[src/rtl/dma_prio_arb.sv]
module dma_prio_arb #(
  parameter int NCH = 4,
  localparam int IW = $clog2(NCH)
) (
  input  logic           clk,
  input  logic           rst_n,
  input  logic [NCH-1:0] req,
  input  logic [1:0]     mode,
  input  logic           xfer_done,
  output logic [NCH-1:0] grant,
  output logic [IW-1:0]  grant_idx,
  output logic           grant_vld
);

  localparam logic [1:0] M_LIN = 2'b00;
  localparam logic [1:0] M_ALT = 2'b01;
  localparam logic [1:0] M_ROT = 2'b10;

  logic [IW-1:0] rot_top;
  logic [IW-1:0] win_idx;
  logic          win_any;

  function automatic logic [IW-1:0] slot_ch(input logic [1:0] m, input logic [IW-1:0] top,
                                            input int p);
    logic [IW-1:0] c;
    c = IW'(p);
    if (m == M_ALT)
      c = (p == 0) ? IW'(0) : (p == NCH-1) ? IW'(1) : IW'(p + 1);
    else if (m == M_ROT)
      c = top + IW'(p);
    return c;
  endfunction

  always_comb begin
    win_idx = '0;
    win_any = 1'b0;
    for (int p = NCH-1; p >= 0; p--) begin
      if (req[slot_ch(mode, rot_top, p)]) begin
        win_idx = slot_ch(mode, rot_top, p);
        win_any = 1'b1;
      end
    end
  end

  always_ff @(posedge clk or negedge rst_n) begin
    if (!rst_n) begin
      grant_vld <= 1'b0;
      grant_idx <= '0;
      rot_top   <= '0;
    end else if (grant_vld) begin
      if (xfer_done) begin
        grant_vld <= 1'b0;
        rot_top   <= grant_idx + 1'b1;
      end
    end else if (win_any) begin
      grant_vld <= 1'b1;
      grant_idx <= win_idx;
    end
  end

  assign grant = grant_vld ? (NCH'(1) << grant_idx) : '0;

  a_r6_hold: assert property (@(posedge clk) disable iff (!rst_n)
    (grant_vld && !xfer_done) |=> (grant_vld && $stable(grant_idx)));

  a_r7_release: assert property (@(posedge clk) disable iff (!rst_n)
    (grant_vld && xfer_done) |=> (!grant_vld && grant == '0));

  a_r2_idle: assert property (@(posedge clk) disable iff (!rst_n)
    (!grant_vld && req == '0) |=> !grant_vld);

  a_r2_to_requester: assert property (@(posedge clk) disable iff (!rst_n)
    (!grant_vld && req != '0) |=> (grant_vld && ($past(req) & grant) != '0));

  a_r3_r4_ch0_first: assert property (@(posedge clk) disable iff (!rst_n)
    (!grant_vld && req[0] && mode != M_ROT) |=> (grant_idx == '0));

  a_r9_onehot: assert property (@(posedge clk) disable iff (!rst_n)
    $onehot0(grant) && (grant_vld == (grant != '0)) && (!grant_vld || grant[grant_idx]));

  logic unused_ok;
  assign unused_ok = (M_LIN == 2'b00);

endmodule

[config.mk]
export PLATFORM = sky130hd
export DESIGN_NAME = dma_prio_arb
export DESIGN_NICKNAME = d
export VERILOG_FILES = /design/src/rtl/dma_prio_arb.sv
export SDC_FILE = /design/constraint.sdc
export NUM_CORES = 1
export LEC_CHECK = 0
export BUFFER_PORTS_ARGS = -buffer_cell sky130_fd_sc_hd__buf_2
export CAP_MARGIN = 20
export CELL_PAD_IN_SITES_DETAIL_PLACEMENT = 0
export CELL_PAD_IN_SITES_GLOBAL_PLACEMENT = 1
export CORE_UTILIZATION = 41
export CTS_CLUSTER_SIZE = 24
export DETAILED_ROUTE_END_ITERATION = 12
export GPL_TIMING_DRIVEN = 0
export HOLD_SLACK_MARGIN = 0.06
export PLACE_DENSITY_LB_ADDON = 0.05
export SKIP_LAST_GASP = 1
export SLEW_MARGIN = 0
export SYNTH_ARGS = -nofsm -noshare
export SYNTH_HDL_FRONTEND = slang
export SYNTH_SLANG_ARGS = --single-unit
[constraint.sdc]
create_clock -name clk -period 5.5 [get_ports clk]
set_input_delay 0 -clock clk [delete_from_list [all_inputs] [get_ports clk]]
set_output_delay 0 -clock clk [all_outputs]
set_load 0.05 [all_outputs]
After elaboration in Yosys (flattened, before gate mapping)
Index checks and enable logic that the tools add are counted.
Storage, ports and cells
  output and inout bits: 7
  bits of input ports: 9
  logic and storage cells: 45
  register bits: 5
Operators by class
  magnitude comparators: 4
  eq/ne operators: 2
  add/sub/neg operators: 4
  reduce and logical (&&, ||, !) cells: 2
  mux-type cells: 28
  bitwise gates (word level): 1
  shift-type cells: 1
Operators by type and width (count)
  two-way mux 2 bit: 12
  < comparator 2 x 3 -> 1 bit, second input constant: 4
  two-way mux 1 bit: 11
  binary-select mux 1 bit (select 2 bit): 4
  adder 2 x 1 -> 2 bit, second input constant: 2
  adder 2 bit, second input constant: 2
  two-way mux 4 bit: 1
  AND reduction 2 bit: 2
  left shift 1 x 2 -> 4 bit, first input constant: 1
  equality test 2 x 1 -> 1 bit, second input constant: 1
  equality test 2 bit, second input constant: 1
  inverter 1 bit: 1

Depth between registers and ports, before layout
  depth after elaboration: 11
  gate-level depth with buffers: 7
  depth with buffers taken out: 6

Least setup slack after synthesis
Ideal clock, no wire load.
  kind: reg-to-reg
  start point: register rot_top[0]
  end point: register grant_idx[1]
  setup slack: 3.449 ns
  setup time: 0.125 ns
  stages on the path, launching flop included: 7
  clock period less this slack: 2.051 ns
  data required time: 5.375 ns
  path buffers: 0
  arrival: 1.926 ns
  cells stage by stage: dfrtp_1 -> mux2_4 -> a32o_1 -> or3_4 -> a31oi_4 -> a21oi_2 -> mux2_4
Between the ends
  word-level cells in the longest chain between the ends: 10
  elaborated cells on any way between the ends: 28
  those cells by class: 3 x add/sub; 24 x mux; 1 x reduce/logical
RTL lines
  start, declared: line 19  | logic [IW-1:0] rot_top;
  start signal, assigned: line 53  | rot_top <= grant_idx + 1'b1;
  adder 2 bit: line 30  | c = top + IW'(p);
  two-way mux 2 bit: line 29  | else if (m == M_ROT)
  two-way mux 2 bit: line 27  | if (m == M_ALT)
  binary-select mux 1 bit (select 2 bit): line 38  | if (req[slot_ch(mode, rot_top, p)]) begin
  two-way mux 1 bit (implied by the code): line 38
  two-way mux 1 bit (4 in a row): line 38
  AND reduction 2 bit (no line)
  end signal, assigned: line 57  | grant_idx <= win_idx;
  end, declared: line 11  | output logic [IW-1:0] grant_idx,
Several ways; a longest one is shown, not always the timed one. The select of a mux whose other input is x is not followed.
A chain may end at the register's enable or synchronous reset.

Worst setup path in the final report
Same ends and word-level chain as after synthesis.

==> impl_metrics.py <==
metrics = {
    "timing": {
        "tns_ns": 0,
        "final.period_utilization_pct": 39.71,
        "fin_skew_ns": 0.008147,
        "setup_ws_ns": 3.316,
        "rsz0062_at_grt": "false",
        "timing.hold.ws_ns": 0.08204,
        "tightestPinTransition_ns": 0.4582,
        "report.final.slew_viol_count": 0,
        "fmax_mhz": 457.9,
        "hold_violations": 0,
        "finalSetupViolations": 0,
        "relSlewSlack_pct": 69.45,
        "finalCriticalPeriod_ns": 2.184,
    },
    "yosys": {
        "synth.distinct_cells": 39,
        "synth.cells.most_frequent": "nand2_1 (8), nor2_1 (8), a21oi_1 (7)",
        "yosysTopAreaCellShare_pct": 17.36,
        "synth_cells": 94,
        "syn-num-nets": 107,
        "synthTopCellsByArea": "dfrtp_1 (17%), ha_1 (6.9%), a21oi_1 (4.9%)",
        "ys_seq_elements": 5,
        "ys_warn_count": 0,
        "synth_edf_count": 0,
        "syn_area_sq_um": 720.7,
        "ys_async_sr_fraction_pct": 100.0,
        "yosysSeqAreaShare_pct": 17.36,
        "synth.avg_cell_area_sq_um": 7.667,
        "ys.flop_type": "dfrtp_1",
        "synth_top_area_cell": "dfrtp_1",
    },
    "setup_path": {
        "crit_start": "rot_top[0]",
        "crit_fanout": 7,
        "worst-r2r-setup-slack_ns": 3.32,
        "rr_startpoint": "rot_top[0]",
        "ff2ff_path_depth": 6,
        "endpoint": "grant_idx[1]",
        "start_kind": "flop",
        "endpoint_kind": "flop",
        "critical_path_arrival_ns": 2.32,
        "worstSetupPathType": "flop to flop",
        "reg2reg_to": "grant_idx[1]",
        "required_ns": 5.63,
    },
    "place": {
        "dp.cells": 123,
        "pre_cts_slack_ns": 3.314,
        "port_buffers": 13,
        "place_congestion": 0.8064,
        "hpwl_um": 1348,
        "post_dp_cell_area_sq_um": 805.8,
    },
    "die": {
        "initial_core_util_pct": 45.71,
        "rows": 14,
        "io_pins": 16,
        "fp.dieH_um": 43.93,
        "fp.dieW_um": 43.93,
        "core_area_sq_mm": 0.001577,
        "dieArea_sq_mm": 0.001929,
    },
    "hold_path": {
        "hp-class": "input pin to flop",
    },
    "job": {
        "cap_violations": 0,
    },
    "global_route": {
        "antenna_found_initial": 0,
        "grt_max_degree": 11,
        "overflow": 0,
        "grt_usage_pct": 22.82,
        "grt_pass1_vias": 748,
        "grt_pass1_wl_um": 3229,
    },
    "routing": {
        "wl_per_cell_um": 13.92,
        "vias_per_cell": 5.969,
        "drt_iter0_drc": 26,
        "ant_nets": 0,
        "routed-via-count": 764,
        "finalWirelength_um": 1782,
        "drc": 0,
        "firstDrtPassIters": 6,
    },
    "clock_network": {
        "clkTransAtPathRegs_ns": 0.05,
        "cts-htree-levels": 1,
        "cts_made_buffers": 3,
        "cts_root_buf": "clkbuf_4",
        "cts_sinks": 5,
        "cts_buffer_depth": 2,
        "worstSkewPairLatency_ns": 0.25,
        "cts_tree": "yes",
        "postCtsSetupRepairBufs": 0,
    },
    "outcome": {
        "outcome": "complete, no violations",
    },
    "power": {
        "vdd_drop_max_mv": 0.3560,
        "p_leak_nw": 0.3830,
        "power_mw": 0.3662,
        "powerDensity_mw_per_mm2": 434.9,
    },
    "final_layout": {
        "stdcell_count": 128,
        "antenna_cells": 0,
        "post-route-util_pct": 53.41,
        "syn_to_final_growth_pct": 16.84,
        "num-nets-final": 126,
        "final_area_sq_um": 842.1,
        "drive_above_1_share_pct": 23.21,
        "num-fill-cells": 168,
    },
}
-- timing repair --
action                                 4_1_cts  5_1_grt
setup endpoints to repair                    0        0
endpoints found under the hold margin        5        0
resized for setup                            0        0
hold buffers                                 1        0
-- cells by family after synthesis --
logic type	share of synthesized area [%]
AO/OA/AOI/OAI	28.13
XOR/XNOR	1.215
adder cells (fa/ha/maj)	6.945
buffers and inverters	6.596
flip-flops	17.36
multiplexers	10.07
AND/OR/NAND/NOR	29.69
-- worst max-delay path: stages, from the launching register on --
cell     delay [ns]
dfrtp_1        0.48
mux2_4         0.33
a32o_1         0.27
or3_4          0.40
a31oi_4        0.19
a21oi_2        0.10
mux2_4         0.31
-- layer usage --
| layer | wire (um) | GRT usage (%) | up-vias |
|---|---|---|---|
| met5 | 0 | 0 | - |
| li1 | - | - | 378 |
| met1 | 851 | 29.87 | 357 |
| met4 | 13 | 10.30 | 0 |
| met3 | 91 | 5.000 | 2 |
| met2 | 825 | 35.82 | 27 |
-- power by group --
part | internal (mW) | leakage, nW | switching (mW)
clock network | 0.0275 | 0.0150 | 0.0154
logic | 0.0890 | 0.309 | 0.153
registers | 0.0519 | 0.0589 | 0.0291
-- final cells by class --
class	instances	area (sq um)	area share, %
tap	16	20.02	2.377
buffer	6	32.53	3.863
timing repair buffer	14	75.07	8.915
clock buffer	4	26.28	3.120
sequential	5	125.1	14.86
multi-input combinational	79	548.0	65.08
inverter	4	15.01	1.783
-- worst min-delay path by stage --
stage	startpoint	end	slack (ns)	cells after the start
3_5_place_dp	rst_n	rot_top[0]	-0.18	1
2_1_floorplan	rst_n	grant_idx[0]	-0.30	0
4_1_cts	xfer_done	grant_vld	0.08	3
3_3_place_gp	rst_n	rot_top[0]	-0.18	1
5_1_grt	rst_n	grant_vld	0.10	2
6_report	xfer_done	grant_vld	0.08	3
-- state kept, by name, indices dropped and copies added, names as in the netlist --
name,cells
grant_idx,2
grant_vld,1
rot_top,2
-- layout by cell type (no fill, tap or decap), drive strengths merged, types with 2 or more instances in the layout --
master  netlist  layout
a21oi         8       8
a22o          2       2
a31oi         2       2
and2          4       4
buf           3      16
clkbuf        3       7
dfrtp         5       5
ha            4       4
inv           4       4
mux2          4       4
mux2i         2       2
nand2         8       8
nand2b        2       2
nand3         5       5
nor2          8       8
nor2b         2       2
nor3          4       4
o21a          2       2
o21ai         6       6
Power figures use the tool's default switching activity.
